$ cat src/rtl/rxlc_pkg.sv
package rxlc_pkg;

    typedef enum logic [3:0] {
        ERR_NONE   = 4'b0000,
        ERR_CRC    = 4'b0011,
        ERR_GIANT  = 4'b0100,
        ERR_LENGTH = 4'b1001,
        ERR_RUNT   = 4'b1010
    } err_code_e;

endpackage

$ cat src/rtl/rxlc_byte_counter.sv
module rxlc_byte_counter #(
    parameter int CNT_W = 14
) (
    input  logic             clk,
    input  logic             rst_n,
    input  logic             in_valid,
    input  logic             in_sof,
    input  logic             in_eof,
    output logic             beat_take,
    output logic             beat_last,
    output logic [CNT_W-1:0] beat_idx,
    output logic [CNT_W-1:0] beat_total
);

    localparam logic [CNT_W-1:0] CNT_MAX = {CNT_W{1'b1}};

    typedef struct packed {
        logic             active;
        logic [CNT_W-1:0] cnt;
    } cnt_st_t;

    cnt_st_t st_d, st_q;

    always_comb begin
        beat_take  = in_valid & (in_sof | st_q.active);
        beat_last  = beat_take & in_eof;
        beat_idx   = in_sof ? '0 : st_q.cnt;
        beat_total = (beat_idx == CNT_MAX) ? CNT_MAX : beat_idx + 1'b1;
        st_d       = st_q;
        if (beat_take) begin
            st_d.active = ~in_eof;
            st_d.cnt    = beat_total;
        end
    end

    always_ff @(posedge clk or negedge rst_n) begin
        if (!rst_n) begin
            st_q <= '0;
        end else begin
            st_q <= st_d;
        end
    end

endmodule

$ cat src/rtl/rxlc_len_field.sv
module rxlc_len_field #(
    parameter int CNT_W     = 14,
    parameter int FIELD_POS = 12
) (
    input  logic             clk,
    input  logic             rst_n,
    input  logic             beat_take,
    input  logic             in_sof,
    input  logic [CNT_W-1:0] beat_idx,
    input  logic [7:0]       in_data,
    output logic [15:0]      field_val,
    output logic             field_ok
);

    localparam logic [CNT_W-1:0] POS_HI = CNT_W'(FIELD_POS);
    localparam logic [CNT_W-1:0] POS_LO = CNT_W'(FIELD_POS + 1);

    typedef struct packed {
        logic       full;
        logic [7:0] hi;
        logic [7:0] lo;
    } fld_st_t;

    fld_st_t st_d, st_q;
    logic    lo_now;

    always_comb begin
        lo_now = beat_take & (beat_idx == POS_LO);
        st_d   = st_q;
        if (beat_take & in_sof) begin
            st_d.full = 1'b0;
        end
        if (beat_take & (beat_idx == POS_HI)) begin
            st_d.hi = in_data;
        end
        if (lo_now) begin
            st_d.lo   = in_data;
            st_d.full = 1'b1;
        end
        field_ok  = (st_q.full & ~in_sof) | lo_now;
        field_val = lo_now ? {st_q.hi, in_data} : {st_q.hi, st_q.lo};
    end

    always_ff @(posedge clk or negedge rst_n) begin
        if (!rst_n) begin
            st_q <= '0;
        end else begin
            st_q <= st_d;
        end
    end

endmodule

$ cat src/rtl/rxlc_classify.sv
module rxlc_classify
    import rxlc_pkg::*;
#(
    parameter int CNT_W       = 14,
    parameter int STD_MAX     = 1518,
    parameter int JUMBO_MAX   = 9018,
    parameter int TAG_EXTRA   = 4,
    parameter int RUNT_MIN    = 64,
    parameter int TYPE_SPLIT  = 1500,
    parameter int SHORT_FIELD = 46,
    parameter int OVERHEAD    = 18
) (
    input  logic [CNT_W-1:0] total,
    input  logic             crc_ok,
    input  logic [15:0]      field_val,
    input  logic             field_ok,
    input  logic             cfg_jumbo_en,
    input  logic             cfg_tag_allow,
    output err_code_e        code,
    output logic             err_sum
);

    localparam int CMP_W = ((CNT_W > 16) ? CNT_W : 16) + 2;

    logic [CMP_W-1:0] tot_x, lim_x, fld_x, want_x;
    logic             crc_f, giant_f, len_f, runt_f, is_len;

    always_comb begin
        tot_x  = CMP_W'(total);
        fld_x  = CMP_W'(field_val);
        want_x = fld_x + CMP_W'(OVERHEAD);
        lim_x  = (cfg_jumbo_en ? CMP_W'(JUMBO_MAX) : CMP_W'(STD_MAX))
               + (cfg_tag_allow ? CMP_W'(TAG_EXTRA) : '0);

        crc_f   = ~crc_ok;
        giant_f = tot_x > lim_x;
        is_len  = field_ok & (fld_x < CMP_W'(TYPE_SPLIT));
        if (fld_x < CMP_W'(SHORT_FIELD)) begin
            len_f = is_len & (tot_x < want_x);
        end else begin
            len_f = is_len & (tot_x != want_x);
        end
        runt_f  = crc_ok & (tot_x < CMP_W'(RUNT_MIN));

        if (crc_f)        code = ERR_CRC;
        else if (giant_f) code = ERR_GIANT;
        else if (len_f)   code = ERR_LENGTH;
        else if (runt_f)  code = ERR_RUNT;
        else              code = ERR_NONE;

        err_sum = crc_f | giant_f | len_f | runt_f;
    end

endmodule

$ cat src/rtl/rx_len_classifier.sv
module rx_len_classifier
    import rxlc_pkg::*;
#(
    parameter int CNT_W       = 14,
    parameter int STD_MAX     = 1518,
    parameter int JUMBO_MAX   = 9018,
    parameter int TAG_EXTRA   = 4,
    parameter int RUNT_MIN    = 64,
    parameter int TYPE_SPLIT  = 1500,
    parameter int SHORT_FIELD = 46,
    parameter int OVERHEAD    = 18,
    parameter int FIELD_POS   = 12
) (
    input  logic             clk,
    input  logic             rst_n,
    input  logic             in_valid,
    input  logic             in_sof,
    input  logic             in_eof,
    input  logic [7:0]       in_data,
    input  logic             crc_ok,
    input  logic             cfg_jumbo_en,
    input  logic             cfg_tag_allow,
    output logic             res_valid,
    output logic [3:0]       res_err_type,
    output logic             res_err_sum,
    output logic [CNT_W-1:0] res_frame_len
);

    typedef struct packed {
        logic             valid;
        logic [3:0]       code;
        logic             sum;
        logic [CNT_W-1:0] len;
    } res_st_t;

    logic             beat_take, beat_last;
    logic [CNT_W-1:0] beat_idx, beat_total;
    logic [15:0]      field_val;
    logic             field_ok;
    err_code_e        code;
    logic             err_sum;
    res_st_t          res_d, res_q;

    rxlc_byte_counter #(.CNT_W(CNT_W)) i_cnt (
        .clk        (clk),
        .rst_n      (rst_n),
        .in_valid   (in_valid),
        .in_sof     (in_sof),
        .in_eof     (in_eof),
        .beat_take  (beat_take),
        .beat_last  (beat_last),
        .beat_idx   (beat_idx),
        .beat_total (beat_total)
    );

    rxlc_len_field #(.CNT_W(CNT_W), .FIELD_POS(FIELD_POS)) i_fld (
        .clk       (clk),
        .rst_n     (rst_n),
        .beat_take (beat_take),
        .in_sof    (in_sof),
        .beat_idx  (beat_idx),
        .in_data   (in_data),
        .field_val (field_val),
        .field_ok  (field_ok)
    );

    rxlc_classify #(
        .CNT_W       (CNT_W),
        .STD_MAX     (STD_MAX),
        .JUMBO_MAX   (JUMBO_MAX),
        .TAG_EXTRA   (TAG_EXTRA),
        .RUNT_MIN    (RUNT_MIN),
        .TYPE_SPLIT  (TYPE_SPLIT),
        .SHORT_FIELD (SHORT_FIELD),
        .OVERHEAD    (OVERHEAD)
    ) i_cls (
        .total         (beat_total),
        .crc_ok        (crc_ok),
        .field_val     (field_val),
        .field_ok      (field_ok),
        .cfg_jumbo_en  (cfg_jumbo_en),
        .cfg_tag_allow (cfg_tag_allow),
        .code          (code),
        .err_sum       (err_sum)
    );

    always_comb begin
        res_d       = res_q;
        res_d.valid = beat_last;
        if (beat_last) begin
            res_d.code = code;
            res_d.sum  = err_sum;
            res_d.len  = beat_total;
        end
    end

    always_ff @(posedge clk or negedge rst_n) begin
        if (!rst_n) begin
            res_q <= '0;
        end else begin
            res_q <= res_d;
        end
    end

    assign res_valid     = res_q.valid;
    assign res_err_type  = res_q.code;
    assign res_err_sum   = res_q.sum;
    assign res_frame_len = res_q.len;

endmodule

$ cat config.mk
export PLATFORM = sky130hd
export DESIGN_NAME = rx_len_classifier
export DESIGN_NICKNAME = d
export VERILOG_FILES = /design/src/rtl/rxlc_pkg.sv /design/src/rtl/rxlc_byte_counter.sv /design/src/rtl/rxlc_len_field.sv /design/src/rtl/rxlc_classify.sv /design/src/rtl/rx_len_classifier.sv
export SDC_FILE = /design/constraint.sdc
export NUM_CORES = 1
export LEC_CHECK = 0
export CORE_ASPECT_RATIO = 0.5
export CORE_MARGIN = 2
export CORE_UTILIZATION = 45
export CTS_CLUSTER_SIZE = 16
export DETAILED_ROUTE_END_ITERATION = 12
export HOLD_SLACK_MARGIN = 0.08
export PLACE_DENSITY = 0.63
export SLEW_MARGIN = 20
export SYNTH_ARGS = -nofsm -noshare
export SYNTH_HDL_FRONTEND = slang
export SYNTH_SLANG_ARGS = --single-unit
$ cat constraint.sdc
create_clock -name clk -period 5.4 [get_ports clk]
set_input_delay 1.08 -clock clk [delete_from_list [all_inputs] [get_ports clk]]
set_output_delay 1.08 -clock clk [all_outputs]
set_load 0.01 [all_outputs]
==> After elaboration in Yosys (flattened, before gate mapping) <==
Index checks and enable logic that the tools add are counted.
W data, S select, Z words.
{ "op_classes": {"addsub": 3, "n_mul": 0, "div": 0, "order_cmp": 5, "eq_ne": 4, "n_shift": 0, "muxes": 12, "bitwise_logic": 18, "reduce_logical": 1} }
{ "op_table": {"columns": ["cell", "count"], "rows": [
  ["$mux W14", 3],
  ["$eq A14 B4 Y1 const B", 2],
  ["$add A18 B18 Y18", 1],
  ["$gt A14 B18 Y1", 1],
  ["$lt A14 B18 Y1", 1],
  ["$ne A14 B18 Y1", 1],
  ["$add A16 B5 Y17 const B", 1],
  ["$lt A16 B11 Y1 const B", 1],
  ["$lt A16 B6 Y1 const B", 1],
  ["$mux W4", 4],
  ["$add A14 B1 Y14 const B", 1],
  ["$eq A14 B14 Y1 const B", 1],
  ["$lt A14 B7 Y1 const B", 1],
  ["$and A1 B1 Y1", 10],
  ["$mux W8", 1],
  ["$or A1 B1 Y1", 5],
  ["$mux W1", 3],
  ["$mux W3", 1],
  ["$not A1 Y1", 3],
  ["$reduce_bool A2 Y1", 1]
]} }
{ "totals": {"ff_bits": 52, "latchBits": 0, "ramBits": 0, "romBits": 0, "input_bits": 16, "out_inout_bits": 20, "wordCells": 52, "memories": 0} }

==> Logic depth before layout (Yosys ltp) <==
Gate-level depths: netlist of run 1.
{ "depth": {"depth_word": 11, "depth_mapped": 26, "mapped_depth_nobuf": 20} }

==> Modules after synthesis <==
Synthesis of run 1 repeated with hierarchy kept, for this count alone.
{ "hier_totals": {"hier_cells": 366, "area_unflattened_um2": 3721.1} }
{ "modules_own_cells": {"columns": ["mod", "instances", "cells_per_inst", "area_each_um2"], "rows": [
  ["rxlc_byte_counter", 1, 142, 1123.6],
  ["rxlc_classify", 1, 121, 928.4],
  ["rxlc_len_field", 1, 62, 885.8],
  ["rx_len_classifier", 1, 41, 783.3]
]} }

==> Worst setup path before layout of run 1 <==
Ideal clock, no wire load.
{ "synth_timing": {"path_kind": "input port to flip-flop", "from": "in in_sof", "to": "reg res_q, in the netlist res_err_sum", "setup_time_ns": 0.121, "arrival_time_ns": 5.804, "setup_slack_ns": -0.526, "stages": 26, "path_buffers": 6, "path_cell_list": "buf_2 -> buf_2 -> clkbuf_1 -> nand2b_1 -> ha_1 -> nor4b_1 -> and4_1 -> buf_4 -> buf_4 -> buf_1 -> mux2_2 -> ha_1 -> nand2_1 -> mux2i_1 -> o21ai_1 -> nor2_1 -> and3_1 -> xnor2_1 -> ha_1 -> nand4_1 -> or2_2 -> o221ai_1 -> mux2i_1 -> o31ai_2 -> nand2_1 -> o22a_1"} }
{ "synth_between": {"elab_chain_cells": 10, "word_cells_on_any_way": 28} }
{ "synth_lines": {"columns": ["element", "line", "text"], "rows": [
  ["from (decl)", "rx_len_classifier.sv:17", "input logic in_sof,"],
  ["$mux W14 / $or A1 B1 Y1 (equally long branches)", "rxlc_byte_counter.sv:27, rxlc_byte_counter.sv:25", null],
  ["$eq A14 B4 Y1 / $and A1 B1 Y1 (equally long branches)", "rxlc_len_field.sv:28, rxlc_byte_counter.sv:25", null],
  ["$and A1 B1 Y1", "rxlc_len_field.sv:28", "lo_now = beat_take & (beat_idx == POS_LO);"],
  ["$mux W8", "rxlc_len_field.sv:41", "field_val = lo_now ? {st_q.hi, in_data} : {st_q.hi, st_q.lo};"],
  ["$add A16 B5 Y17 / $lt A16 B11 Y1 (equally long branches)", "rxlc_classify.sv:31, rxlc_classify.sv:37", null],
  ["$lt A14 B18 Y1, or another cell as far along", "rxlc_classify.sv:39", "len_f = is_len & (tot_x < want_x);"],
  ["$and A1 B1 Y1, on equally long branches", "rxlc_classify.sv:39, rxlc_classify.sv:41", null],
  ["$mux W1", "rxlc_classify.sv:38", "if (fld_x < CMP_W'(SHORT_FIELD)) begin"],
  ["$or A1 B1 Y1 (2 in series)", "rxlc_classify.sv:51", "err_sum = crc_f | giant_f | len_f | runt_f;"],
  ["to (signal assigned)", "rx_len_classifier.sv:101", "res_q <= res_d;"],
  ["to (decl)", "rx_len_classifier.sv:42", "res_st_t res_d, res_q;"]
]} }
Several ways; a longest one is shown, not always the timed one.
A chain may end at the register's enable or synchronous reset.

==> Final worst setup path of run 1 <==
{ "layout_timing": {"from": "in in_valid", "to": "reg res_q, in the netlist res_err_sum"} }
{ "layout_between": {"elab_chain_cells": 9, "word_cells_on_any_way": 16} }
{ "layout_lines": {"columns": ["element", "line", "text"], "rows": [
  ["from (decl)", "rx_len_classifier.sv:16", "input logic in_valid,"],
  ["$and A1 B1 Y1 *", "rxlc_byte_counter.sv:25", "beat_take = in_valid & (in_sof | st_q.active);"],
  ["$and A1 B1 Y1", "rxlc_len_field.sv:28", null],
  ["$mux W8", "rxlc_len_field.sv:41", null],
  ["$add A16 B5 Y17 / $lt A16 B11 Y1 (equally long branches)", "rxlc_classify.sv:31, rxlc_classify.sv:37", null],
  ["$lt A14 B18 Y1, or another cell as far along", "rxlc_classify.sv:39", null],
  ["$and A1 B1 Y1, on equally long branches", "rxlc_classify.sv:39, rxlc_classify.sv:41", null],
  ["$mux W1", "rxlc_classify.sv:38", null],
  ["$or A1 B1 Y1 (2 in series)", "rxlc_classify.sv:51", null]
]} }
Mark *: on every way between the ends. The rest lies on a longest branch, timed or not.

==> results of run 1 <==
worst max-delay path: cells and delay by family:
family / cells / cell delay [ps]
xor gates and xnor gates: 1 / 130
muxes: 3 / 600
adders and majority gates: 2 / 490
buffers and inverters: 1 / 490
and+or+nand+nor: 8 / 1500
AOI/OAI and AO/OA: 4 / 880
metal layers:
layer	share of wire (%)	up-vias	global-route usage (%)
li1	-	1537	-
met1	48	1552	31.14
met2	45	79	37.83
met3	5.4	18	5.481
met4	1.7	0	7.745
met5	0	-	0
registers in the layout, indices dropped and copies added (netlist names):
signal         count
res_valid          1
res_err_type       4
res_err_sum        1
i_cnt.st_q        15
i_fld.st_q        17
res_frame_len     14
synthesized netlist by cell type, types with 8 or more instances:
library cell	instances	area [um^2]
sky130_fd_sc_hd__xnor2_1	9	78.83
sky130_fd_sc_hd__clkbuf_1	9	33.78
sky130_fd_sc_hd__dfrtp_1	52	1301
sky130_fd_sc_hd__mux2i_1	8	80.08
sky130_fd_sc_hd__nor2_1	32	120.1
sky130_fd_sc_hd__o21ai_0	31	155.2
sky130_fd_sc_hd__nand4_1	10	62.56
sky130_fd_sc_hd__a21oi_1	10	50.05
sky130_fd_sc_hd__xor2_1	12	105.1
sky130_fd_sc_hd__ha_1	29	362.9
sky130_fd_sc_hd__nand3_1	8	40.04
sky130_fd_sc_hd__inv_1	23	86.33
sky130_fd_sc_hd__nand2_1	51	191.4
sky130_fd_sc_hd__a21o_1	9	67.56
sky130_fd_sc_hd__mux2_2	21	236.5
per-stage QoR:
| step | utilization, % | instance area [um^2] | instances |
|---|---|---|---|
| floorplan | - | 3717 | 407 |
| global placement | 53.02 | 4227 | 556 |
| detailed placement | 53.02 | 4227 | 556 |
| CTS | 55.08 | 4390 | 564 |
| global route | 55.38 | 4414 | 564 |
| finish | 55.38 | 4414 | 564 |
what timing repair did:
action	CTS	global route
gates resized for setup	0	7
setup endpoints to repair	0	4
hold endpoints to repair	0	0
how the worst max path moves through the flow:
stage | start | endpoint | slack [ps] | cells past startpoint
floorplan | in_sof | res_err_sum | 6 | 26
global placement | in_sof | res_err_sum | 10 | 21
detailed placement | in_sof | res_err_sum | -240 | 21
CTS | in_sof | res_err_sum | 40 | 21
global route | in_valid | res_err_sum | 140 | 19
finish | in_valid | res_err_sum | 410 | 19
cells by family after synthesis:
| logic type | after synthesis |
|---|---|
| and+or+nand+nor | 156 |
| adders and majority gates | 29 |
| buffers and inverters | 44 |
| xor gates and xnor gates | 21 |
| muxes | 29 |
| AOI/OAI and AO/OA | 76 |
| DFF | 52 |
layout make-up:
cell class / count / area share (%)
tap: 112 / 3.175
sequential: 52 / 29.48
timing repair buffer: 57 / 11.71
inverter: 24 / 2.041
multi-input combinational: 311 / 49.89
clock inverter: 2 / 0.7937
clock buffer: 6 / 2.920
cell usage in the layout, fill, tap and decap left out, types with 12 or more instances in the layout:
cell type / count
sky130_fd_sc_hd__buf_4: 21
sky130_fd_sc_hd__clkdlybuf4s50_1: 33
sky130_fd_sc_hd__dfrtp_1: 52
sky130_fd_sc_hd__ha_1: 28
sky130_fd_sc_hd__inv_1: 23
sky130_fd_sc_hd__mux2_2: 21
sky130_fd_sc_hd__nand2_1: 51
sky130_fd_sc_hd__nor2_1: 32
sky130_fd_sc_hd__o21ai_0: 31
sky130_fd_sc_hd__xor2_1: 12
power breakdown:
group	switching [mW]	internal [mW]
logic	0.0726	0.0672
registers	0.0175	0.407
clock network	0.145	0.218
total	0.235	0.693
==> results.txt, run 1 <==
Among all flip-flop cells after synthesis, the most frequent one is sky130_fd_sc_hd__dfrtp_1. The first-pass detailed-route iteration total came out at 4. After synthesis the cells add up to 0.003674 mm^2. The launch point of the worst hold path is res_frame_len[12]. The smallest hold slack is 480.0 ps. The average instance area after synthesis is 9.026 um^2.

The clock-pin slew on the worst setup and hold paths is 60 ps. The pre-CTS worst setup slack is -236.7 ps. The layout-stage area growth over the synthesis result is 20.16%. The post-synthesis sequential element count came out at 52.

The detailed-route DRC error count is 0. The largest net degree at the start of global routing is 53. The wire length of the first global-routing pass came out at 16160 um.

The largest buffer count on any clock path came out at 2. The worst setup skew after layout came out at 4.474 ps. The worst setup path is launched from a primary input. The post-synthesis xor/xnor area fraction is 5.007%. The capture instance of the worst register-to-register path is res_err_sum. The footprint of the flip-flops and latches came out at 0.001301 mm^2.

For this design, the CTS-stage hold fixing added 0 buffers. The average detailed-routed wire length per instance came out at 17.07 um. The final layout net count came out at 496. In this run the remaining antenna-violating nets after routing total 0.

Counting the fill cells in the layout gives 724. Using the TritonRoute via totals, the vias-per-cell ratio works out to 5.649. The library cell contributing the largest single delay on the critical path is sky130_fd_sc_hd__clkdlybuf4s50_1. The number of failing hold endpoints at the final stage is 0. In the synthesized netlist the async set-or-reset flop fraction comes to 100.0%. Setup repair after global routing left no endpoint under its margin. The critical-path maximum fanout came out at 4.

The count of flip-flops with a built-in enable after synthesis came out at 0. Data on the critical path arrives at its endpoint at 5170 ps. During I/O placement, the number of pins put on the boundary was 36. The post-synthesis instance total came out at 407. The starting density of the core came out at 46.08%.

The critical path in this run is classified as primary input to flip-flop. Across all layers, the routed design uses 3186 vias. Global routing consumed, over all layers together, 23.21% of the routing resources. The number of cells on the worst hold path came out at 2. For the worst-skew pair, the clock arrives at the later sink with an insertion delay of 300 ps. In the finished design, the share of the clock period the worst path needs comes to 92.36%.

The proportion of layout cells with a drive suffix above 1 came out at 13.94%. In this run the critical register-to-register path is launched from i_cnt.st_q[0]. In this run the worst hold path is classified as flip-flop to flip-flop. The post-CTS repair timing setup buffer count came out at 0. The number of nets in the synthesized netlist came out at 452. The distinct cell type count of the synthesized netlist is 56. Setup violations remaining at the end of the flow were counted as 0. Measured against its own limit, the worst slew margin works out to 52.60%. The CTS H-tree depth came out at 2. The total negative slack for setup checks is 0 ps. The slack of the worst reg-to-reg path came out at 1020 ps. The die is 67.89 um tall. TritonCTS built the clock tree. The antenna diode count came out at 0. The flow ran to the end, and the final reports show no timing, DRC or antenna violations. For the pin with the worst max-slew slack, the measured transition is 706.3 ps. The number of DRC markers after the initial detailed-route iteration is 214.

The multi-input combinational cells in the finished layout cover a total of 0.002202 mm^2. The required time of the critical path is 5590 ps. The number of antenna violations at the first check in global routing is 0. The number of buffers created by CTS came out at 5. The count of buffers inserted at the top-level ports is 35.

The total number of placement rows came out at 23. In this run the clock root is driven by a sky130_fd_sc_hd__clkbuf_16. The simple-gate share of the synthesized area came out at 22.31%. The proportion of synthesized area in mux cells is 8.617%.

The HPWL after detailed placement is 7385 um. STA classifies the critical path endpoint as a flip-flop. The static power due to leakage is 2.058 nW.

The count of pins over their slew limit is 0. The cell depth of the worst flop-to-flop path is 20. After synthesis, the largest family of logic cells by area is simple AND/OR/NAND/NOR gates.

The peak supply drop is 0.1166 mV. The clock sink total came out at 52. The critical path goes through clkdlybuf4s50_1 -> nor4bb_2 -> and4_4 -> mux2_2 -> ha_2 -> nand2_1 -> mux2i_1 -> o21ai_1 -> nor2_1 -> and3_1 -> xnor2_1 -> ha_1 -> nand4_1 -> or2_2 -> o221ai_1 -> mux2i_1 -> o31ai_2 -> nand2_1 -> o22a_1. The die extent in x is 131.8 um. The total wire length after detailed routing is 9629 um. The total power consumption of the routed design is 0.9279 mW.

The tool flagged a number of max-cap violations equal to 0. The worst hold path terminates at res_frame_len[12]. Power spread over the standard cell area amounts to 210.2 mW/mm^2. The die footprint is 0.008946 mm^2. The number of global-route vias before repair came out at 3135.

The achievable clock frequency came out at 0.2005 GHz. The synthesized netlist devotes 9.877% of its cell area to adder and majority cells. Global routing finished with a remaining overflow of 0. The final setup slack of the worst path is 412.4 ps. The biggest cell delay along the critical path came out at 490 ps.

The post-synthesis compound-gate area fraction is 13.39%. The time the worst path needs with I/O delays and setup came out at 4988 ps. The placer congestion estimate came out at 0.9178. The core box area came out at 0.007971 mm^2. The number of warnings issued by yosys is 0. Summing the sequential cell areas from Yosys gives 35.42% of the chip area.
(Power assumes the default switching activity.)
==> inputs of run 2 (changes only) <==
Settings changed: GPL_TIMING_DRIVEN set to 1.
==> results of run 2 <==
Same layout as run 1: the final DEF is identical, and so are final timing and power.
==> inputs of run 3 (changes only) <==
Settings changed: SKIP_LAST_GASP set to 1.
==> results of run 3 <==
Same layout as run 1: the final DEF is identical, and so are final timing and power.
